File: src/rtl/r8div_pkg.sv
package r8div_pkg;

    // Remainder estimate used for digit choice: 2 integer + 7 fractional bits
    // of the stored residual, i.e. 8*w in units of 1/16.
    localparam int EST_INT  = 2;
    localparam int EST_FRAC = 7;
    localparam int EST_W    = EST_INT + EST_FRAC;
    // Divisor bits after the leading one that index the threshold set.
    localparam int DIDX_W   = 3;
    localparam int DIG_MAX  = 7;

    // One half of a quotient digit: at most one line set, none set means 0.
    typedef struct packed {
        logic pos2;
        logic pos1;
        logic neg1;
        logic neg2;
    } half_digit_t;

    typedef enum logic [1:0] {
        ST_IDLE  = 2'd0,
        ST_ITER  = 2'd1,
        ST_ROUND = 2'd2
    } phase_t;

    function automatic half_digit_t enc_half(input int v);
        half_digit_t h;
        h = '0;
        case (v)
            2:       h.pos2 = 1'b1;
            1:       h.pos1 = 1'b1;
            -1:      h.neg1 = 1'b1;
            -2:      h.neg2 = 1'b1;
            default: h = '0;
        endcase
        return h;
    endfunction

    // Lower bound (units of 1/16) of the estimate for choosing digit k,
    // for the divisor interval [(8+idx)/16, (9+idx)/16).
    function automatic int sel_threshold(input int k, input int idx);
        if (k >= 1)
            return (k - 1) * (9 + idx);
        else
            return (k - 1) * (8 + idx);
    endfunction

endpackage

File: src/rtl/r8div_select.sv
module r8div_select
    import r8div_pkg::*;
(
    input  logic [EST_W-1:0]  est_sum,
    input  logic [EST_W-1:0]  est_car,
    input  logic [DIDX_W-1:0] d_idx,
    output half_digit_t       q_hi,
    output half_digit_t       q_lo
);
    logic signed [EST_W-1:0] y_est;
    int q_val;
    int hi_val;
    int lo_val;

    // Assimilate the truncated carry-save top bits (always rounds down).
    assign y_est = est_sum + est_car;

    always_comb begin
        q_val = -DIG_MAX;
        for (int k = -DIG_MAX + 1; k <= DIG_MAX; k++) begin
            if (int'(y_est) >= sel_threshold(k, int'(d_idx)))
                q_val = q_val + 1;
        end
        // Split q = 4*hi + lo with both parts in -2..2.
        hi_val = (q_val + 2) >>> 2;
        lo_val = q_val - 4 * hi_val;
        q_hi   = enc_half(hi_val);
        q_lo   = enc_half(lo_val);
    end

endmodule

File: src/rtl/r8div_recur.sv
module r8div_recur
    import r8div_pkg::*;
#(
    parameter int W = 58
) (
    input  logic [W-4:0]  ws_lo,
    input  logic [W-4:0]  wc_lo,
    input  logic [W-1:0]  base,
    input  half_digit_t   q_hi,
    input  half_digit_t   q_lo,
    output logic [W-1:0]  ws_n,
    output logic [W-1:0]  wc_n
);
    logic [W-1:0] sh_s, sh_c;
    logic [W-1:0] mag_h, mag_l, add_h, add_l;
    logic         neg_h, neg_l;
    logic [W-1:0] s1, c1s, s2;
    logic [W-2:0] c1, c2;

    // 8*w by wiring; bits shifted out are redundant modulo 2^W.
    assign sh_s = {ws_lo, 3'b000};
    assign sh_c = {wc_lo, 3'b000};

    always_comb begin
        mag_h = '0;
        if (q_hi.pos2 | q_hi.neg2)      mag_h = {base[W-4:0], 3'b000};
        else if (q_hi.pos1 | q_hi.neg1) mag_h = {base[W-3:0], 2'b00};
        neg_h = q_hi.pos1 | q_hi.pos2;
        add_h = neg_h ? ~mag_h : mag_h;

        mag_l = '0;
        if (q_lo.pos2 | q_lo.neg2)      mag_l = {base[W-2:0], 1'b0};
        else if (q_lo.pos1 | q_lo.neg1) mag_l = base;
        neg_l = q_lo.pos1 | q_lo.pos2;
        add_l = neg_l ? ~mag_l : mag_l;
    end

    // Two 3:2 levels; the +1 of each two's complement enters a free carry LSB.
    assign s1  = sh_s ^ sh_c ^ add_h;
    assign c1  = (sh_s[W-2:0] & sh_c[W-2:0]) | (sh_s[W-2:0] & add_h[W-2:0])
               | (sh_c[W-2:0] & add_h[W-2:0]);
    assign c1s = {c1, neg_h};

    assign s2  = s1 ^ c1s ^ add_l;
    assign c2  = (s1[W-2:0] & c1s[W-2:0]) | (s1[W-2:0] & add_l[W-2:0])
               | (c1s[W-2:0] & add_l[W-2:0]);

    assign ws_n = s2;
    assign wc_n = {c2, neg_l};

endmodule

File: src/rtl/r8div_signzero.sv
module r8div_signzero #(
    parameter int W = 58
) (
    input  logic         en,
    input  logic [W-1:0] ws,
    input  logic [W-1:0] wc,
    output logic         neg,
    output logic         zero
);
    logic [W-1:0] gs, gc, tot;

    // Inputs forced low outside the rounding cycle to keep the adder quiet.
    assign gs   = en ? ws : '0;
    assign gc   = en ? wc : '0;
    assign tot  = gs + gc;
    assign neg  = tot[W-1];
    assign zero = (tot == '0);

endmodule

File: src/rtl/r8div_ctrl.sv
module r8div_ctrl
    import r8div_pkg::*;
#(
    parameter int NDIG  = 18,
    parameter int CNT_W = 5
) (
    input  logic             clk,
    input  logic             rst,
    input  logic             start,
    output phase_t           phase,
    output logic             accept,
    output logic             step,
    output logic             load,
    output logic             round,
    output logic             digit_valid,
    output logic             done
);
    localparam logic [CNT_W-1:0] LAST = CNT_W'(NDIG);

    logic [CNT_W-1:0] cnt;

    always_ff @(posedge clk) begin
        if (rst) begin
            phase <= ST_IDLE;
            cnt   <= '0;
            load  <= 1'b0;
            done  <= 1'b0;
        end else begin
            done <= 1'b0;
            case (phase)
                ST_IDLE: begin
                    if (start) begin
                        phase <= ST_ITER;
                        cnt   <= '0;
                        load  <= 1'b1;
                    end
                end
                ST_ITER: begin
                    load <= 1'b0;
                    cnt  <= cnt + 1'b1;
                    if (cnt == LAST) phase <= ST_ROUND;
                end
                ST_ROUND: begin
                    phase <= ST_IDLE;
                    done  <= 1'b1;
                end
                default: phase <= ST_IDLE;
            endcase
        end
    end

    assign accept      = (phase == ST_IDLE) && start;
    assign step        = (phase == ST_ITER);
    assign round       = (phase == ST_ROUND);
    assign digit_valid = step && (cnt != '0);

    // the counter never runs past the last iteration
    assert_count_range_R2: assert property (@(posedge clk) disable iff (rst)
        (phase == ST_ITER) |-> (cnt <= LAST));

    // digits come back to back until the rounding cycle
    assert_digits_contiguous_R2: assert property (@(posedge clk) disable iff (rst)
        digit_valid |=> (digit_valid || phase == ST_ROUND));

    // completion lasts one cycle and follows the rounding cycle
    assert_done_pulse_R7: assert property (@(posedge clk) disable iff (rst)
        done |=> !done);

endmodule

File: src/rtl/r8_digit_div.sv
module r8_digit_div
    import r8div_pkg::*;
#(
    parameter int OP_W = 53
) (
    input  logic            clk,
    input  logic            rst,
    input  logic            start,
    input  logic [OP_W-1:0] dividend,
    input  logic [OP_W-1:0] divisor,
    output logic            digit_valid,
    output logic [3:0]      digit_hi,
    output logic [3:0]      digit_lo,
    output logic            rem_neg,
    output logic            rem_zero,
    output logic            done
);
    localparam int FRAC_W = OP_W + 3;
    localparam int W      = FRAC_W + 2;
    localparam int NDIG   = (OP_W + 3) / 3;
    localparam int CNT_W  = $clog2(NDIG + 1);

    phase_t       phase;
    logic         accept, step, load, round;
    logic [OP_W-1:0] dividend_q, divisor_q;
    logic [W-1:0] ws_q, wc_q, ws_n, wc_n;
    logic [W-1:0] x_frame, d_frame, base;
    half_digit_t  qh_q, ql_q, qh_n, ql_n;
    logic         sz_neg, sz_zero;
    logic         neg_q, zero_q;

    r8div_ctrl #(.NDIG(NDIG), .CNT_W(CNT_W)) u_ctrl (
        .clk         (clk),
        .rst         (rst),
        .start       (start),
        .phase       (phase),
        .accept      (accept),
        .step        (step),
        .load        (load),
        .round       (round),
        .digit_valid (digit_valid),
        .done        (done)
    );

    // Dividend enters pre-scaled by 1/8; divisor aligned to the residual frame.
    assign x_frame = {{(W-OP_W){1'b0}}, dividend_q};
    assign d_frame = {{(W-OP_W-3){1'b0}}, divisor_q, 3'b000};
    assign base    = load ? x_frame : d_frame;

    r8div_recur #(.W(W)) u_recur (
        .ws_lo (ws_q[W-4:0]),
        .wc_lo (wc_q[W-4:0]),
        .base  (base),
        .q_hi  (qh_q),
        .q_lo  (ql_q),
        .ws_n  (ws_n),
        .wc_n  (wc_n)
    );

    r8div_select u_select (
        .est_sum (ws_n[W-1 -: EST_W]),
        .est_car (wc_n[W-1 -: EST_W]),
        .d_idx   (divisor_q[OP_W-2 -: DIDX_W]),
        .q_hi    (qh_n),
        .q_lo    (ql_n)
    );

    r8div_signzero #(.W(W)) u_signzero (
        .en   (round),
        .ws   (ws_q),
        .wc   (wc_q),
        .neg  (sz_neg),
        .zero (sz_zero)
    );

    always_ff @(posedge clk) begin
        if (rst) begin
            dividend_q <= '0;
            divisor_q  <= '0;
            ws_q       <= '0;
            wc_q       <= '0;
            qh_q       <= '0;
            ql_q       <= '0;
            neg_q      <= 1'b0;
            zero_q     <= 1'b0;
        end else begin
            if (accept) begin
                dividend_q <= dividend;
                divisor_q  <= divisor;
                ws_q       <= '0;
                wc_q       <= '0;
                qh_q       <= enc_half(0);
                ql_q       <= enc_half(-1);
            end else if (step) begin
                ws_q <= ws_n;
                wc_q <= wc_n;
                qh_q <= qh_n;
                ql_q <= ql_n;
            end
            if (round) begin
                neg_q  <= sz_neg;
                zero_q <= sz_zero;
            end
        end
    end

    assign digit_hi = qh_q;
    assign digit_lo = ql_q;
    assign rem_neg  = neg_q;
    assign rem_zero = zero_q;

    // Residual magnitude, for the bound check only.
    logic signed [W-1:0] res_now;
    logic [W-1:0]        res_mag;
    assign res_now = ws_q + wc_q;
    assign res_mag = res_now[W-1] ? W'(-res_now) : W'(res_now);

    // each half-digit register holds at most one active line
    assert_digit_onehot_R3: assert property (@(posedge clk) disable iff (rst)
        $onehot0(qh_q) && $onehot0(ql_q));

    // the stored residual never exceeds the divisor in magnitude
    assert_residual_bound_R4: assert property (@(posedge clk) disable iff (rst)
        (phase != ST_IDLE && !load) |-> (res_mag <= d_frame));

    // capture presets the digit registers so the first pass loads x
    assert_load_preset_R5: assert property (@(posedge clk) disable iff (rst)
        accept |=> (qh_q == enc_half(0) && ql_q == enc_half(-1)));

    // a zero remainder is never flagged negative
    assert_zero_not_neg_R6: assert property (@(posedge clk) disable iff (rst)
        rem_zero |-> !rem_neg);

    // flags move only on the edge leaving the rounding cycle
    assert_flag_hold_R7: assert property (@(posedge clk) disable iff (rst)
        (phase != ST_ROUND) |=> ($stable(rem_neg) && $stable(rem_zero)));

    // a start during an operation leaves the captured divisor alone
    assert_busy_ignore_R8: assert property (@(posedge clk) disable iff (rst)
        (phase == ST_ITER) |=> $stable(divisor_q));

endmodule

File: config.mk
export PLATFORM = sky130hd
export DESIGN_NAME = r8_digit_div
export DESIGN_NICKNAME = d
export VERILOG_FILES = /design/src/rtl/r8div_pkg.sv /design/src/rtl/r8div_select.sv /design/src/rtl/r8div_recur.sv /design/src/rtl/r8div_signzero.sv /design/src/rtl/r8div_ctrl.sv /design/src/rtl/r8_digit_div.sv
export SDC_FILE = /design/constraint.sdc
export NUM_CORES = 1
export LEC_CHECK = 0
export ABC_AREA = 1
export CORE_MARGIN = 1.5
export CORE_UTILIZATION = 45
export CTS_CLUSTER_DIAMETER = 50
export DETAILED_ROUTE_END_ITERATION = 7
export PLACE_DENSITY = 0.72
export SETUP_SLACK_MARGIN = 0.4
export SKIP_CTS_REPAIR_TIMING = 1
export SYNTH_ARGS = -nofsm -noshare
export SYNTH_HDL_FRONTEND = slang
export SYNTH_SLANG_ARGS = --single-unit
File: constraint.sdc
create_clock -name clk -period 14.9 [get_ports clk]
set_clock_uncertainty 0.15 [all_clocks]
set_input_delay 4.47 -clock clk [delete_from_list [all_inputs] [get_ports clk]]
set_output_delay 4.47 -clock clk [all_outputs]
set_load 0.05 [all_outputs]
==> summary.md, run 1 <==
| Metric | Value |
|---|---|
| CTS tree | built |
| Worst-Margin Slew | 1.10 ns |
| Final setup fails | 0 |
| Rel. slew slack | 26.4% |
| DRC Markers | 0 |
| Cells after Synth | 3911 |
| Pre-CTS setup slack | 0.0462 ns |
| Total track usage | 23.8% |
| Syn nets | 4350 |
| Die Ht | 242 µm |
| Skew-Pair Late Insertion Delay | 0.57 ns |
| Worst R2R Path Depth | 88 |
| Cell Pwr Density | 202 mW/mm² |
| Worst-path clk slew | 0.06 ns |
| Final non-filler cell total | 4809 |
| Async set-reset flop share out of synthesis | 0% |
| Via-to-Cell Ratio | 5.28 |
| Die X | 242 µm |
| H-tree Lvls | 1 |
| CP Class | reg2reg |
| Worst setup margin | 0.970 ns |
| Status | completed |
| Die area | 0.0584 mm² |
| Placed cell count | 4688 |
| Min-Delay Path Depth | 2 |
| Critical Path Sink Type | register |
| Max Cap Viol | 0 |
| Mean Syn Cell Area | 6.55 µm² |
| Most frequent CP cell | nand2_1 |
| Prevailing post-synth register cell | dfxtp_1 |
| Synth area leader | dfxtp_1 |
| Fin area | 0.0303 mm² |
| Core box area | 0.0563 mm² |
| Startpoint types | register |
| Layout cells sized above 1 | 14.2% |
| Worst r2r dst | digit_lo[1] |
| Port bufs | 120 |
| Vias post-DR | 25400 |
| Synth cell types | 67 |
| RR Startpoint | u_ctrl.load |
| WL final | 74300 µm |
| Tmin final | 13.93 ns |
| Worst min-delay path class | reg2reg |
| Power Total | 6.11 mW |
| Crit-path slowest cell | fa_1 |
| Final-stage net count | 4470 |
| Fin. Hold Viols | 0 |
| WP data required | 15.26 ns |
| I/O pins | 121 |
| Congestion Overflow GR | 0 |
| Maximum clock frequency | 71.8 MHz |
| CTS Sinks | 241 |
| Hpwl dp | 54500 µm |
| Number of global-route vias before repair | 23100 |
| Clk buf depth | 3 |
| Inserted Clock Buffers | 30 |
| Post-Syn Area | 0.0256 mm² |
| Final ANT Viol Nets | 0 |
| Synth top area share | 18.8% |
| Placer Congestion | 1.02 |
| Max VDD drop | 0.179 mV |
| DR iter-0 viols | 1850 |
| CTS Root Cell | clkbuf_16 |
| Initial antenna violation count | 0 |
| Synth top cells by count | 931 x nand2_1, 511 x inv_1, 435 x nor2_1 |
| Synth warnings | 0 |
| Pre-Repair DR Iteration Count | 6 |
| Largest net degree at the start of global routing | 112 |
| Largest stage delay, worst path | 0.61 ns |
| Top-count cell post-synth | nand2_1 |
| Synth area leaders | dfxtp_1 19%, nand2_1 14%, ha_1 10% |
| Area grow syn2layout | 18.3% |
| RSZ-0062 raised after global routing | false |
| Register bit total from synthesis | 241 |
| Row count | 87 |
| Static Leak | 14.9 nW |
| Crit path max fanout | 8 |
| Sequential share of the synthesized area | 18.8% |
| Starting density of the core | 45.5% |
| WL/cell | 15.4 µm |
| Cell Area, Placed | 0.0275 mm² |
| Post-synth EDFFs | 0 |
| Max-slew violation count | 0 |
| Hold_ws | 0.302 ns |
| First-pass GRT wire length | 117000 µm |
| Hold path start | dividend_q[24] |
| Crit share post-route | 93.5% |
| Setup TNS | 0 ns |
| Worst EP arrival | 14.29 ns |
| R2R Setup Slk | 0.97 ns |
| Antenna Cells | 0 |
| Fin util | 53.8% |
| Hold Path End | dividend_q[24] |
-- routing by layer --
layer / track usage [%] / share of wire (%)
met2: 37.2 / 44
met1: 34.4 / 47
met4: 6.09 / 2.6
met3: 3.15 / 6.4
met5: 0 / 0
-- cell usage in the layout, fill, tap and decap left out, types with 105 or more instances in the layout --
cell,n
o22ai_1,105
fa_1,113
o21ai_0,203
ha_1,190
xor2_1,155
nor2_1,384
nand2_2,113
a21oi_1,276
nand3_1,163
clkdlybuf4s50_1,120
inv_1,487
nand2_1,851
dfxtp_1,235
-- critical path: cells and delay by family (launching register included) --
kind            cells  cell delay (ns)
flops               1             0.38
fa+ha+maj          17             5.33
compound gates      6             1.21
xor+xnor            2             0.31
buf+inv            16             1.22
simple gates       47             5.25
-- cells by family after synthesis --
| kind of cell | Yosys count | share of synthesized area [%] |
|---|---|---|
| flops | 241 | 18.8 |
| buf+inv | 702 | 10.7 |
| fa+ha+maj | 330 | 19.5 |
| xor+xnor | 179 | 6.12 |
| compound gates | 683 | 14.6 |
| simple gates | 1776 | 30.1 |
-- state kept, by name (all words and copies together) (netlist names), 2 cells and up --
register	count
digit_lo	4
digit_hi	4
u_ctrl.phase	2
ws_q	58
wc_q	58
divisor_q	53
dividend_q	53
u_ctrl.cnt	5
-- how the worst max path moves through the flow --
stage                     start     endpoint  slack (ns)
global placement    u_ctrl.load  digit_lo[1]        0.11
global route        digit_hi[3]  digit_lo[1]        0.19
finish              u_ctrl.load  digit_lo[1]        0.97
CTS                 u_ctrl.load  digit_lo[1]      -0.008
detailed placement  u_ctrl.load  digit_lo[1]        0.05
floorplan           digit_hi[3]  digit_lo[1]        0.49
-- report_power, final --
group          leakage, nW  switching, mW  total, mW  internal [mW]
clock network        0.511          0.313      0.766          0.453
registers             1.97         0.0155      0.690          0.675
logic                 12.4           3.14       4.65           1.51
-- layout make-up --
type                            instances  area, µm²
Sequential cell                       241       4840
Inverter                              552       2090
Timing Repair Buffer                  228       2080
Tap cell                              756        946
Multi-Input combinational cell       2978      19300
Clock inverter                         19        231
Clock buffer                           35        821
Fill cell                            5482      26000
Power figures use the tool's default switching activity.
==> run 2: changes to the inputs <==
--- a/config.mk
+++ b/config.mk
@@ -6,6 +6,8 @@
 export NUM_CORES = 1
 export LEC_CHECK = 0
 export ABC_AREA = 1
+export CAP_MARGIN = 20
+export CORE_ASPECT_RATIO = 2
 export CORE_MARGIN = 1.5
 export CORE_UTILIZATION = 45
 export CTS_CLUSTER_DIAMETER = 50
==> run 2 against run 1 <==
- via count increased by 1.3%
- sequential share of layout area up 0.065 points
- cell count decreased by 0.33%
- setup slack improved by 0.063 ns
- fmax up 0.46%
- clock power is 9.5% lower
- register-to-register slack better by 0.06 ns
- flip-flop and latch count stayed put
- critical endpoint unchanged
- core utilization shrank 0.36 points
- critical path depth increased by 2
==> summary.md, run 2 (synthesis results as in run 1) <==
| Metric | Value |
|---|---|
| Total track usage | 27.8% (+4.0 points) |
| CTS Sinks | 241 (unchanged) |
| GR Layer Usage met3 | 3.15% (about the same) |
| Skew-Pair Late Insertion Delay | 0.56 ns (about the same) |
| Layout cells sized above 1 | 13.6% (-0.60 points) |
| Hold path start | dividend_q[18] |
| Final non-filler cell total | 4793 (-0.33%) |
| I/O pins | 121 (unchanged) |
| Starting density of the core | 45.5% (about the same) |
| Inserted Clock Buffers | 23 (-23%) |
| Worst EP arrival | 14.23 ns (-0.06 ns) |
| WL final | 83600 µm (+13%) |
| First-pass GRT wire length | 126000 µm (+8.3%) |
| Crit-path leading delay family | adder cells |
| Worst r2r dst | digit_lo[1] |
| Most frequent cells in the layout | 863 x nand2_1, 480 x inv_1, 388 x nor2_1 |
| Status | completed |
| Rel. slew slack | 35.3% (+8.9 points) |
| CP Buf/Inv Count | 19 (+3) |
| Max VDD drop | 0.150 mV (-16%) |
| WL/cell | 17.5 µm (+13%) |
| Number of global-route vias before repair | 24900 (+7.6%) |
| Largest stage delay, worst path | 0.54 ns (-0.07 ns) |
| DRC Markers | 0 (unchanged) |
| Hpwl dp | 64400 µm (+18%) |
| Area grow syn2layout | 17.6% |
| H-tree Lvls | 1 (unchanged) |
| CTS tree | built |
| Instance count on the critical path | 90 (+2.3%) |
| Crit-path slowest cell | fa_1 |
| Clk buf depth | 3 (unchanged) |
| RSZ-0062 raised after global routing | false |
| Worst-Margin Slew | 0.961 ns (-0.143 ns) |
| Final setup fails | 0 (unchanged) |
| CTS Root Cell | clkbuf_16 |
| Fin. Hold Viols | 0 (unchanged) |
| Max-slew violation count | 0 (unchanged) |
| Crit share post-route | 93.1% (-0.42 points) |
| Cell Pwr Density | 210 mW/mm² (+4.3%) |
| Row count | 123 (+41%) |
| Die X | 172 µm (-29%) |
| Crit path max fanout | 6 (-2) |
| Min-Delay Path Depth | 2 (unchanged) |
| Via-to-Cell Ratio | 5.37 (+1.6%) |
| CP Class | reg2reg |
| Placed cell count | 4701 (+0.28%) |
| Maximum clock frequency | 72.1 MHz (+0.46%) |
| Met2 usage | 53.3% (+16 points) |
| Startpoint types | register |
| Register area | 0.00483 mm² (-0.18%) |
| Port bufs | 120 (unchanged) |
| WP data required | 15.26 ns (about the same) |
| Top Registers | wc_q: 58 flops, ws_q: 58 flops |
| Initial antenna violation count | 2 (+2) |
| Most frequent CP cell | nand2_1 |
| DR iter-0 viols | 1329 (-28%) |
| Critical Path Sink Type | register |
| Met1 GRT Util | 26.3% (-8.1 points) |
| Congestion Overflow GR | 0 (unchanged) |
| Worst R2R Path Depth | 90 (+2.3%) |
| Hold Path End | dividend_q[18] |
| Setup TNS | 0 ns (unchanged) |
| Vias post-DR | 25700 (+1.3%) |
| Tmin final | 13.87 ns (-0.0633 ns) |
| RR Startpoint | digit_hi[3] |
| Final-stage net count | 4465 (-0.11%) |
| Max Cap Viol | 0 (unchanged) |
| R2R Setup Slk | 1.03 ns (+0.06 ns) |
| Gr busiest metal | met2 |
| Pre-Repair DR Iteration Count | 6 (unchanged) |
| Placer Congestion | 1.02 (-0.36%) |
| Static Leak | 14.8 nW (-0.35%) |
| Multi-input gate area | 0.0191 mm² (-0.74%) |
| Fill cells | 5576 (+1.7%) |
| Worst-path clk slew | 0.07 ns (about the same) |
| Worst min-delay path class | reg2reg |
| Die area | 0.0584 mm² (+0.15%) |
| Largest net degree at the start of global routing | 109 (-2.7%) |
| Core box area | 0.0563 mm² (about the same) |
| Most common cell after layout, fill and taps aside | nand2_1 |
| Die Ht | 340 µm (+41%) |
| Final ANT Viol Nets | 0 (unchanged) |
## run 2: changes by cell type in the layout (fill, tap and decap cells not counted), moves of 6 or more
cell	delta
nand2_4	+8
buf_6	+7
inv_2	+8
clkbuf_16	-6
nand2_1	+12
inv_1	-7
nand2_2	-22
nand2_8	-6
## run 2: tightest hold or removal path, delay by kind of cell (launching register included)
family / cells / cell delay, ns
buffers and inverters: 1 / 0.06
AO/OA/AOI/OAI: 1 / 0.05
flip-flops: 1 / 0.30
## run 2: worst max path at each step
stage                startpoint     endpoint  slack (ns)
CTS                 digit_hi[3]  digit_lo[1]        0.38
global placement    digit_hi[3]  digit_lo[1]        0.56
floorplan           digit_hi[3]  digit_lo[1]        0.49
global route        u_ctrl.load  digit_lo[1]        0.32
detailed placement  digit_hi[3]  digit_lo[1]        0.42
finish              digit_hi[3]  digit_lo[1]        1.03
## run 2: area by class of cell
| type | count | share of cell area, % |
|---|---|---|
| diodes | 2 | 0.0166 |
| clock buffers | 25 | 1.97 |
| clock inverters | 15 | 0.897 |
| inverters | 552 | 6.93 |
| multi-input cells | 2970 | 63.5 |
| flip-flops and latches | 241 | 16.0 |
| well taps | 750 | 3.12 |
| repair buffers | 238 | 7.47 |
## run 2: metal layers
| metal | wire length, µm | share of wire, % |
|---|---|---|
| met1 | 28100 | 34 |
| met2 | 44700 | 53 |
| met3 | 3580 | 4.3 |
| met4 | 7260 | 8.7 |
| met5 | 0 | 0 |
## run 2: per-stage QoR
stage | hold slack, ns | util (%) | setup WS (ns) | power [mW] | instance area, µm²
after floorplan | 0.279 | - | 0.486 | 3.43 | 25600
after global placement | 0.289 | 49.1 | 0.560 | 4.70 | 27700
after detailed placement | 0.294 | 49.1 | 0.418 | 4.70 | 27700
after CTS | 0.304 | 50.7 | 0.385 | 5.41 | 28500
after global routing | 0.331 | 53.5 | 0.323 | 6.79 | 30100
final | 0.304 | 53.5 | 1.03 | 6.34 | 30100
## run 2: report_power, final
part | internal [mW] | total (mW) | switching (mW) | leakage (nW)
sequential | 0.674 | 0.691 | 0.0165 | 1.97
clock | 0.412 | 0.693 | 0.280 | 0.422
combinational | 1.58 | 4.95 | 3.37 | 12.4
